### src/rtl/gfs_pkg.sv
package gfs_pkg;
    typedef enum logic [2:0] {
        S_IDLE,
        S_ELIM,
        S_CHECK,
        S_FILL,
        S_SOLVE,
        S_VERIFY,
        S_DONE
    } gfs_state_e;

    localparam int RNG_W = 16;
endpackage

### src/rtl/gfs_lfsr.sv
module gfs_lfsr #(
    parameter logic [15:0] SEED = 16'hACE1
) (
    input  logic clk,
    input  logic rst_n,
    input  logic adv,
    output logic bit_o
);
    import gfs_pkg::*;

    logic [RNG_W-1:0] state_d, state_q;

    always_comb begin
        state_d = state_q;
        if (adv) begin
            state_d = {state_q[RNG_W-2:0],
                       state_q[15] ^ state_q[13] ^ state_q[12] ^ state_q[10]};
        end
    end

    always_ff @(posedge clk or negedge rst_n) begin
        if (!rst_n) state_q <= SEED;
        else        state_q <= state_d;
    end

    assign bit_o = state_q[15];

    AST_RNG_NONZERO: assert property (@(posedge clk) disable iff (!rst_n)
        state_q != '0);
endmodule

### src/rtl/gfs_pivot_find.sv
module gfs_pivot_find #(
    parameter int N  = 8,
    parameter int PW = 4
) (
    input  logic [N-1:0]  col_bits,
    input  logic [PW-1:0] start_row,
    output logic          found,
    output logic [PW-1:0] idx
);
    always_comb begin
        found = 1'b0;
        idx   = '0;
        for (int r = 0; r < N; r++) begin
            if (!found && (PW'(r) >= start_row) && col_bits[r]) begin
                found = 1'b1;
                idx   = PW'(r);
            end
        end
    end
endmodule

### src/rtl/gfs_xor_decode.sv
module gfs_xor_decode #(
    parameter int N = 8,
    parameter int C = 6
) (
    input  logic [N*C-1:0] matrix,
    input  logic [C-1:0]   word,
    output logic [N-1:0]   gating
);
    for (genvar i = 0; i < N; i++) begin : g_row
        assign gating[i] = ^(matrix[i*C +: C] & word);
    end
endmodule

### src/rtl/gf2_ctrl_solver.sv
module gf2_ctrl_solver #(
    parameter int          N_CHAIN   = 8,
    parameter int          N_CTRL    = 6,
    parameter logic [15:0] LFSR_SEED = 16'hACE1
) (
    input  logic                      clk,
    input  logic                      rst_n,
    input  logic                      start,
    input  logic [N_CHAIN*N_CTRL-1:0] conn_matrix,
    input  logic [N_CHAIN-1:0]        req_mask,
    output logic                      done,
    output logic                      fail,
    output logic                      verified,
    output logic [N_CTRL-1:0]         ctrl_word
);
    import gfs_pkg::*;

    localparam int N  = N_CHAIN;
    localparam int C  = N_CTRL;
    localparam int CW = $clog2(C + 1);
    localparam int PW = $clog2(N + 1);

    typedef logic [C:0] row_t;

    typedef struct {
        gfs_state_e      st;
        row_t            rows [N];
        logic [CW-1:0]   piv  [N];
        logic [CW-1:0]   col;
        logic [PW-1:0]   prow;
        logic [C-1:0]    free;
        logic [C-1:0]    word;
        logic [N-1:0]    mask;
        logic [N*C-1:0]  mat;
        logic            odd;
        logic            fail;
        logic            verified;
    } solver_t;

    solver_t q, d;

    logic [N-1:0]  col_bits;
    logic          piv_found;
    logic [PW-1:0] piv_idx;
    logic          rng_adv;
    logic          rng_bit;
    logic [N-1:0]  gating;
    row_t          col_sel;

    assign col_sel = row_t'(1) << q.col;

    always_comb begin
        for (int r = 0; r < N; r++) col_bits[r] = |(q.rows[r] & col_sel);
    end

    gfs_pivot_find #(.N(N), .PW(PW)) u_piv (
        .col_bits  (col_bits),
        .start_row (q.prow),
        .found     (piv_found),
        .idx       (piv_idx)
    );

    gfs_lfsr #(.SEED(LFSR_SEED)) u_rng (
        .clk   (clk),
        .rst_n (rst_n),
        .adv   (rng_adv),
        .bit_o (rng_bit)
    );

    gfs_xor_decode #(.N(N), .C(C)) u_dec (
        .matrix (q.mat),
        .word   (q.word),
        .gating (gating)
    );

    always_comb begin
        row_t       pivot_row;
        row_t       base_row;
        row_t       tmp [N];
        logic [C-1:0] bit_sel;
        logic       bad;
        logic       val;

        d         = q;
        rng_adv   = 1'b0;
        pivot_row = '0;
        base_row  = '0;
        bad       = 1'b0;
        val       = 1'b0;
        bit_sel   = col_sel[C-1:0];
        for (int r = 0; r < N; r++) tmp[r] = q.rows[r];

        case (q.st)
            S_IDLE: begin
                if (start) begin
                    d.odd = 1'b1;
                    for (int r = 0; r < N; r++) begin
                        d.rows[r] = req_mask[r] ? {1'b1, conn_matrix[r*C +: C]} : '0;
                        d.piv[r]  = '0;
                        if (req_mask[r] && !(^conn_matrix[r*C +: C])) d.odd = 1'b0;
                    end
                    d.mask     = req_mask;
                    d.mat      = conn_matrix;
                    d.col      = '0;
                    d.prow     = '0;
                    d.free     = '0;
                    d.word     = '0;
                    d.fail     = 1'b0;
                    d.verified = 1'b0;
                    d.st       = S_ELIM;
                end
            end
            S_ELIM: begin
                if (piv_found) begin
                    for (int r = 0; r < N; r++) begin
                        if (r == int'(piv_idx))  pivot_row = q.rows[r];
                        if (r == int'(q.prow))   base_row  = q.rows[r];
                    end
                    for (int r = 0; r < N; r++) begin
                        if (r == int'(q.prow))        tmp[r] = pivot_row;
                        else if (r == int'(piv_idx))  tmp[r] = base_row;
                    end
                    for (int r = 0; r < N; r++) begin
                        if ((r != int'(q.prow)) && |(tmp[r] & col_sel))
                            tmp[r] = tmp[r] ^ pivot_row;
                        if (r == int'(q.prow)) d.piv[r] = q.col;
                    end
                    for (int r = 0; r < N; r++) d.rows[r] = tmp[r];
                    d.prow = q.prow + 1'b1;
                end else begin
                    d.free = q.free | bit_sel;
                end
                d.col = q.col + 1'b1;
                if (int'(q.col) == C - 1) d.st = S_CHECK;
            end
            S_CHECK: begin
                for (int r = 0; r < N; r++)
                    if ((q.rows[r][C-1:0] == '0) && q.rows[r][C]) bad = 1'b1;
                d.col = '0;
                if (bad) begin
                    d.fail     = 1'b1;
                    d.word     = '0;
                    d.verified = 1'b0;
                    d.st       = S_DONE;
                end else begin
                    d.st = S_FILL;
                end
            end
            S_FILL: begin
                if (|(q.free & bit_sel)) begin
                    rng_adv = 1'b1;
                    d.word  = rng_bit ? (q.word | bit_sel) : (q.word & ~bit_sel);
                end
                d.col = q.col + 1'b1;
                if (int'(q.col) == C - 1) d.st = S_SOLVE;
            end
            S_SOLVE: begin
                for (int r = 0; r < N; r++) begin
                    if (r < int'(q.prow)) begin
                        val     = q.rows[r][C] ^ (^(q.rows[r][C-1:0] & q.free & q.word));
                        bit_sel = C'(1) << q.piv[r];
                        d.word  = val ? (d.word | bit_sel) : (d.word & ~bit_sel);
                    end
                end
                d.st = S_VERIFY;
            end
            S_VERIFY: begin
                d.verified = &(gating | ~q.mask);
                d.st       = S_DONE;
            end
            S_DONE:  d.st = S_IDLE;
            default: d.st = S_IDLE;
        endcase
    end

    always_ff @(posedge clk or negedge rst_n) begin
        if (!rst_n) begin
            q.st <= S_IDLE;
            for (int r = 0; r < N; r++) begin
                q.rows[r] <= '0;
                q.piv[r]  <= '0;
            end
            q.col      <= '0;
            q.prow     <= '0;
            q.free     <= '0;
            q.word     <= '0;
            q.mask     <= '0;
            q.mat      <= '0;
            q.odd      <= 1'b0;
            q.fail     <= 1'b0;
            q.verified <= 1'b0;
        end else begin
            q <= d;
        end
    end

    assign done      = (q.st == S_DONE);
    assign fail      = q.fail;
    assign verified  = q.verified;
    assign ctrl_word = q.word;

    AST_DONE_PULSE: assert property (@(posedge clk) disable iff (!rst_n)
        done |=> !done);
    AST_FAIL_NO_WORD: assert property (@(posedge clk) disable iff (!rst_n)
        (done && fail) |-> (ctrl_word == '0 && !verified));
    AST_SUCCESS_VERIFIED: assert property (@(posedge clk) disable iff (!rst_n)
        (done && !fail) |-> verified);
    AST_ODD_NEVER_FAILS: assert property (@(posedge clk) disable iff (!rst_n)
        (done && q.odd) |-> !fail);
    AST_BUSY_KEEPS_MASK: assert property (@(posedge clk) disable iff (!rst_n)
        (q.st != S_IDLE && q.st != S_DONE && $past(q.st) != S_IDLE) |-> $stable(q.mask));
endmodule

### config.mk
export PLATFORM = sky130hd
export DESIGN_NAME = gf2_ctrl_solver
export DESIGN_NICKNAME = d
export VERILOG_FILES = /design/src/rtl/gfs_pkg.sv /design/src/rtl/gfs_lfsr.sv /design/src/rtl/gfs_pivot_find.sv /design/src/rtl/gfs_xor_decode.sv /design/src/rtl/gf2_ctrl_solver.sv
export SDC_FILE = /design/constraint.sdc
export NUM_CORES = 1
export LEC_CHECK = 0
export BUFFER_PORTS_ARGS = -buffer_cell sky130_fd_sc_hd__clkbuf_2
export CORE_MARGIN = 1
export CORE_UTILIZATION = 40
export CTS_CLUSTER_DIAMETER = 50
export DETAILED_ROUTE_END_ITERATION = 7
export RECOVER_POWER = 25
export REMOVE_ABC_BUFFERS = 1
export SYNTH_ARGS = -nofsm -noshare
export SYNTH_HDL_FRONTEND = slang
export SYNTH_SLANG_ARGS = --single-unit
### constraint.sdc
create_clock -name clk -period 5 [get_ports clk]
set_input_delay 0.5 -clock clk [delete_from_list [all_inputs] [get_ports clk]]
set_output_delay 0.5 -clock clk [all_outputs]
set_load 0.005 [all_outputs]
==> flow_summary.toml, run 1 <==
[synthesis]
synth_edf_count = 0
seq_area_frac_synth_pct = 28.3
ys_ff_latch = 176
synth.cell_area_sq_um = 15600
ys_types = 107
synth_area_per_cell_sq_um = 7.50
ys_warn_count = 0
synthesis.instances = 2082
synth_ff_type = "dfrtp_1"
synth_async_sr_flop_share_pct = 100

[grt]
grt_overflow = 0
grt_pass1_wl_mm = 119
grt_use_total_pct = 42.7
grt_pass1_vias = 17000
grt_max_degree = 108
antenna_found_initial = 3

[critical_path]
end_kind = "flip-flop"
path_cells = "inv_1 -> ha_1 -> buf_4 -> nor2b_1 -> buf_4 -> nand2_1 -> a41o_2 -> a211oi_1 -> o211ai_1 -> and3_1 -> nand3_1 -> nand3_1 -> a31oi_1 -> nor2b_1 -> or4_1 -> a31oi_1"
critPathLaunchType = "flip-flop"
critPathMaxStageDelay_ps = 650
cp_top_family = "compound AO/OA/AOI/OAI gates"
criticalPathCategory = "reg2reg"
path_buf_inv = 3
critical_path_required_ps = 5400
slowest_stage = "a211oi_1"
cp.arrival_ps = 5260
cp_max_fo = 10

[detailed_routing]
route.antenna.remaining_nets = 0
wl_per_cell_microns = 31.2
drt-pass1-iter-count = 6
routed_wl_mm = 84.3
drt-vias-per-instance = 6.61
drt_iter0_drc = 2169
remaining_drc_errors = 0
vias = 17900

[placed_design]
hpwl_mm = 63.9
io_buffer_count = 67
gp_congestion = 1.11

[finish]
n_antenna_cell = 0
drive_gt1_share_pct = 17.1
syn2layout_area_growth_pct = 14.8
fin_nets = 2250

[timing]
min_period_ps = 4860
finClkSkew_ps = 18.3
hold_violations = 0
setup_viol = 0
setup_tns_ps = 0
drv_slew = 70
slew-limit-headroom_pct = -151
tightest_slew_ps = 3760
rsz0062_at_grt = "false"
fin_crit_sh_pct = 97.3
fmaxAchievable_mhz = 206

[die]
die-area_sq_um = 39800
core_sq_um = 38000
fp.dieW_microns = 200
fp.dieH_microns = 200
rows = 71
boundaryPins = 68
start_util_pct = 41.0

[run_status]
status = "finished with violations"
violations = "capacitance limit, slew limit"

[cts]
clkSlewWorstSetupHoldPaths_ps = 70
clock-root-buffer = "clkbuf_16"
cts.sinks = 176
clockBufferDepth = 2
cts_tree = "done"
cts_max_level = 4
cts-buffers-inserted = 17
clock_latency_ps = 510

[min_path]
hold_path.class = "in2reg"

[run]
cap_violations = 1
==> logic make-up after synthesis <==
kind of cell	Yosys count	share of synthesized area, %
AOI/OAI and AO/OA	630	27.7
muxes	92	6.33
xor gates and xnor gates	88	5.29
buffers and inverters	209	5.58
and+or+nand+nor	878	26.1
adders and majority gates	9	0.722
DFF	176	28.3
==> worst min-delay path: stages <==
cell and delay (ps):
clkbuf_2 90, nand2_1 40, nand2_1 40
==> sequential cells by signal, indices dropped and copies added, names as in the netlist <==
| register | count |
|---|---|
| verified | 1 |
| fail | 1 |
| q | 152 |
| u_rng.state_q | 16 |
| ctrl_word | 6 |
==> worst paths after layout <==
check / startpoint / to / slack (ps) / depth (start not counted)
worst max-delay path: q[76]$_DFFE_PN0P_ / q[114]$_DFFE_PN0P_ / 140 / 16
worst max register to register: q[76]$_DFFE_PN0P_ / q[114]$_DFFE_PN0P_ / 140 / 16
worst min register to register: q[22]$_DFFE_PN0P_ / q[22]$_DFFE_PN0P_ / 470 / 2
worst min-delay path: conn_matrix[5] / q[8]$_DFFE_PN0P_ / 200 / 3
max in group asynchronous: rst_n / q[149]$_DFFE_PN0P_ / 810 / 2
min in group asynchronous: rst_n / ctrl_word[4]$_DFFE_PN0P_ / 1990 / 2
==> timing repair <==
action / 4_1_cts / 5_1_grt
pin swaps: 0 / 1
setup endpoints to repair: 1 / 13
hold buffers: 1 / 0
gates resized for setup: 2 / 7
endpoints found under the hold margin: 2 / 0
setup buffers: 0 / 1
==> area by class of cell <==
class	instances	area, sq um
Fill cell	3961	20100
Multi-Input combinational cell	1697	10400
Sequential cell	176	4410
Timing Repair Buffer	257	1820
Tap cell	511	639
Clock buffer	21	450
Inverter	33	124
Clock inverter	11	83.8
==> metrics by stage <==
stage	utilization, %	instance area, sq um	worst slack [ps]	hold WS, ps	cells
after global placement	45.6	17300	28.8	457	2672
after global routing	47.1	17900	29.9	203	2706
after detailed placement	45.6	17300	-13.8	462	2672
after CTS	47.0	17900	75.2	184	2705
after floorplan	-	14900	-3260	204	1906
final	47.1	17900	135	204	2706
==> metal layers <==
layer  global-route usage [%]  vias up  routed length (microns)
met1                     53.8     8691                    33300
met5                        0        -                       11
li1                         -     7805                        -
met2                     63.0     1092                    35800
met3                     10.1      310                     8200
met4                     32.5        2                     6960
==> synth_stat cells, drive strengths merged, types with 15 or more instances <==
| cell type | n | area share (%) |
|---|---|---|
| a22o | 23 | 1.3 |
| dfrtp | 168 | 27 |
| xnor2 | 72 | 4.0 |
| mux2 | 33 | 2.4 |
| a221oi | 17 | 0.95 |
| inv | 33 | 0.79 |
| o21ai | 147 | 4.8 |
| buf | 51 | 1.8 |
| nor3 | 45 | 1.5 |
| nor2 | 152 | 3.7 |
| and2 | 21 | 0.84 |
| o22ai | 23 | 0.92 |
| a211oi | 24 | 1.4 |
| nor4 | 24 | 1.2 |
| and3 | 31 | 1.2 |
| o31ai | 15 | 0.72 |
| nand2 | 419 | 10 |
| a31oi | 25 | 1.0 |
| a22oi | 34 | 1.6 |
| o21a | 18 | 0.87 |
| clkbuf | 125 | 3.0 |
| nand3 | 91 | 3.0 |
| o211ai | 24 | 1.2 |
| a21oi | 137 | 4.4 |
| mux2i | 57 | 3.7 |
==> cell usage in the layout (no fill, tap or decap), drive strengths merged, types with 10 or more instances in the layout <==
cell / synthesis / final
nand3b: 11 / 11
nor2b: 14 / 14
a221o: 11 / 11
a31oi: 25 / 25
a21o: 13 / 13
xnor2: 72 / 72
o31ai: 15 / 15
a22oi: 34 / 34
buf: 51 / 189
nor3: 45 / 45
inv: 33 / 35
a21oi: 137 / 137
o22a: 10 / 10
and3: 31 / 31
nand3: 91 / 91
nand2: 419 / 419
mux2i: 57 / 57
o21ai: 147 / 147
mux2: 33 / 33
xor2: 12 / 12
nand4: 14 / 14
a211oi: 24 / 24
or3: 10 / 10
o21a: 18 / 18
a221oi: 17 / 17
nor4: 24 / 24
clkbuf: 125 / 87
nor2: 152 / 152
o221ai: 10 / 10
o22ai: 23 / 23
dfrtp: 168 / 168
and2: 21 / 21
a22o: 23 / 23
o211ai: 24 / 24
Power of run 1 is left out: the tool's default activity adds up to more than one toggle a clock period on the data nets, which glitch-free logic cannot reach.
==> run 2, diff against run 1 <==
--- a/config.mk
+++ b/config.mk
@@ -5,6 +5,7 @@
 export SDC_FILE = /design/constraint.sdc
 export NUM_CORES = 1
 export LEC_CHECK = 0
+export ABC_AREA = 1
 export BUFFER_PORTS_ARGS = -buffer_cell sky130_fd_sc_hd__clkbuf_2
 export CORE_MARGIN = 1
 export CORE_UTILIZATION = 40
==> flow_summary.toml, run 2 <==
[synthesis]
synthesis.instances = 2310
synth_ff_type = "dfrtp_1"
synth.cell_area_sq_um = 14800
synth_top_cell_area_share_pct = 28.4
yosys-top-cells-area = "dfrtp_1 28%, nand2_1 19%, nand3_1 6.3%"
synth_edf_count = 0
ys_types = 52
synth_most_common_cell = "nand2_1"
synthTopCellsByCount = "756 x nand2_1, 214 x nor2_1, 188 x nand3_1"
synth.largest_area_cell = "dfrtp_1"
ys_warn_count = 0
synth_async_sr_flop_share_pct = 100
ys_ff_latch = 176
synth_area_per_cell_sq_um = 6.42
seq_area_frac_synth_pct = 29.8

[finish]
largest_register_ff_count = 152
final_util_pct = 45.6
fin_nets = 2464
fin_area_sq_um = 16700
final_cell_mix = "755 x nand2_1, 212 x nor2_1, 188 x nand3_1"
mostFrequentLayoutCell = "nand2_1"
n_antenna_cell = 0
top_register = "q"
drive_gt1_share_pct = 12.5
syn2layout_area_growth_pct = 12.4

[cts]
cts.sinks = 176
cts_hold_buf = 0
cts_max_level = 4
clock-root-buffer = "clkbuf_16"
clockBufferDepth = 2
clock_latency_ps = 480
clkSlewWorstSetupHoldPaths_ps = 70
cts-buffers-inserted = 17
cts_tree = "done"

[grt]
antenna_found_initial = 2
grt_overflow = 0
grt_pass1_vias = 15400
grt_max_degree = 102
grt_pass1_wl_mm = 94.0
grt_use_total_pct = 33.2

[critical_path]
critPathLaunchType = "flip-flop"
cp.arrival_ps = 4880
crit_top_cell = "nand2_1"
reg2reg_from = "q[76]$_DFFE_PN0P_"
critPathMaxStageDelay_ps = 420
reg2reg_slack_ps = 480
end_kind = "flip-flop"
path_buf_inv = 3
slowest_stage = "dfrtp_1"
criticalPathCategory = "reg2reg"
cp_max_fo = 21
cp_top_family = "simple AND/OR/NAND/NOR gates"
critical_path_required_ps = 5360
crit_start = "q[76]$_DFFE_PN0P_"

[detailed_routing]
routed_wl_mm = 62.4
remaining_drc_errors = 0
route.antenna.remaining_nets = 0
vias = 16400
drt-vias-per-instance = 5.71
drt-pass1-iter-count = 7
drt_iter0_drc = 2031
wl_per_cell_microns = 21.7

[placed_design]
hpwl_mm = 47.5
gp_congestion = 1.11
place_area_sq_um = 16000
io_buffer_count = 67

[timing]
slew-limit-headroom_pct = -75.7
fin_crit_sh_pct = 90.4
hold_violations = 0
min_period_ps = 4520
setup_viol = 0
finClkSkew_ps = 15.5
drv_slew = 101
tightest_slew_ps = 2640
fmaxAchievable_mhz = 221
setup_tns_ps = 0
rsz0062_at_grt = "false"

[die]
fp.dieW_microns = 195
boundaryPins = 68
die-area_sq_um = 37800
start_util_pct = 40.6
rows = 70
fp.dieH_microns = 195
core_sq_um = 36500

[run_status]
status = "finished with violations"
violations = "capacitance limit, slew limit"

[min_path]
hold_path.class = "in2reg"
hold_start = "conn_matrix[32]"

[run]
cap_violations = 1
==> run 2: what timing repair did <==
action | 4_1_cts | 5_1_grt
buffers inserted | 0 | 0
endpoints found under the hold margin | 0 | 0
gates resized for setup | 0 | 5
setup endpoints to repair | 0 | 12
==> run 2: path summary, 6_finish.rpt <==
check,end,cells after the start
worst max-delay path,q[154]$_DFFE_PN0P_,29
worst min-delay path,q[35]$_DFFE_PN0P_,3
worst max register to register,q[154]$_DFFE_PN0P_,29
worst min register to register,u_rng.state_q[6]$_DFFE_PN1P_,2
max in group asynchronous,q[46]$_DFFE_PN0P_,1
min in group asynchronous,q[98]$_DFFE_PN0P_,1
==> run 2: area by class of cell <==
type                            count  area, sq um
Timing Repair Buffer              161         1070
Multi-Input combinational cell   1833         9190
Clock buffer                       18          429
Tap cell                          468          586
Clock inverter                     14          199
Fill cell                        3777        19900
Sequential cell                   176         4410
Inverter                          207          782
==> run 2: per-stage QoR <==
step	hold WS, ps	setup WS (ps)	instances
floorplan	204	-732	2216
global placement	452	429	2845
detailed placement	459	439	2845
CTS	150	407	2877
global route	233	117	2877
finish	231	479	2877
==> run 2: worst min-delay path: stages <==
cell and delay (ps):
clkbuf_2 90, nand2_1 50, nand2_1 50
==> run 2: logic make-up (layout without fill, tap and decap cells) <==
family                   Yosys count  after routing  share of synthesized area [%]
AO/OA/AOI/OAI                    403            403                           15.8
XOR/XNOR                         130            130                           7.68
adder cells (fa/ha/maj)            9              9                          0.760
buffers and inverters            301            400                           8.46
flip-flops                       176            176                           29.8
multiplexers                       7              7                          0.473
AND/OR/NAND/NOR                 1284           1284                           37.1
==> run 2: routing by layer <==
metal | vias to the layer above | wire length [microns] | track usage, %
met2 | 843 | 26800 | 49.8
met3 | 164 | 5940 | 5.93
met4 | 2 | 2610 | 14.2
met5 | - | 12 | 0
li1 | 7685 | - | -
met1 | 7722 | 27000 | 46.5
Power of run 2 is left out for the same reason.
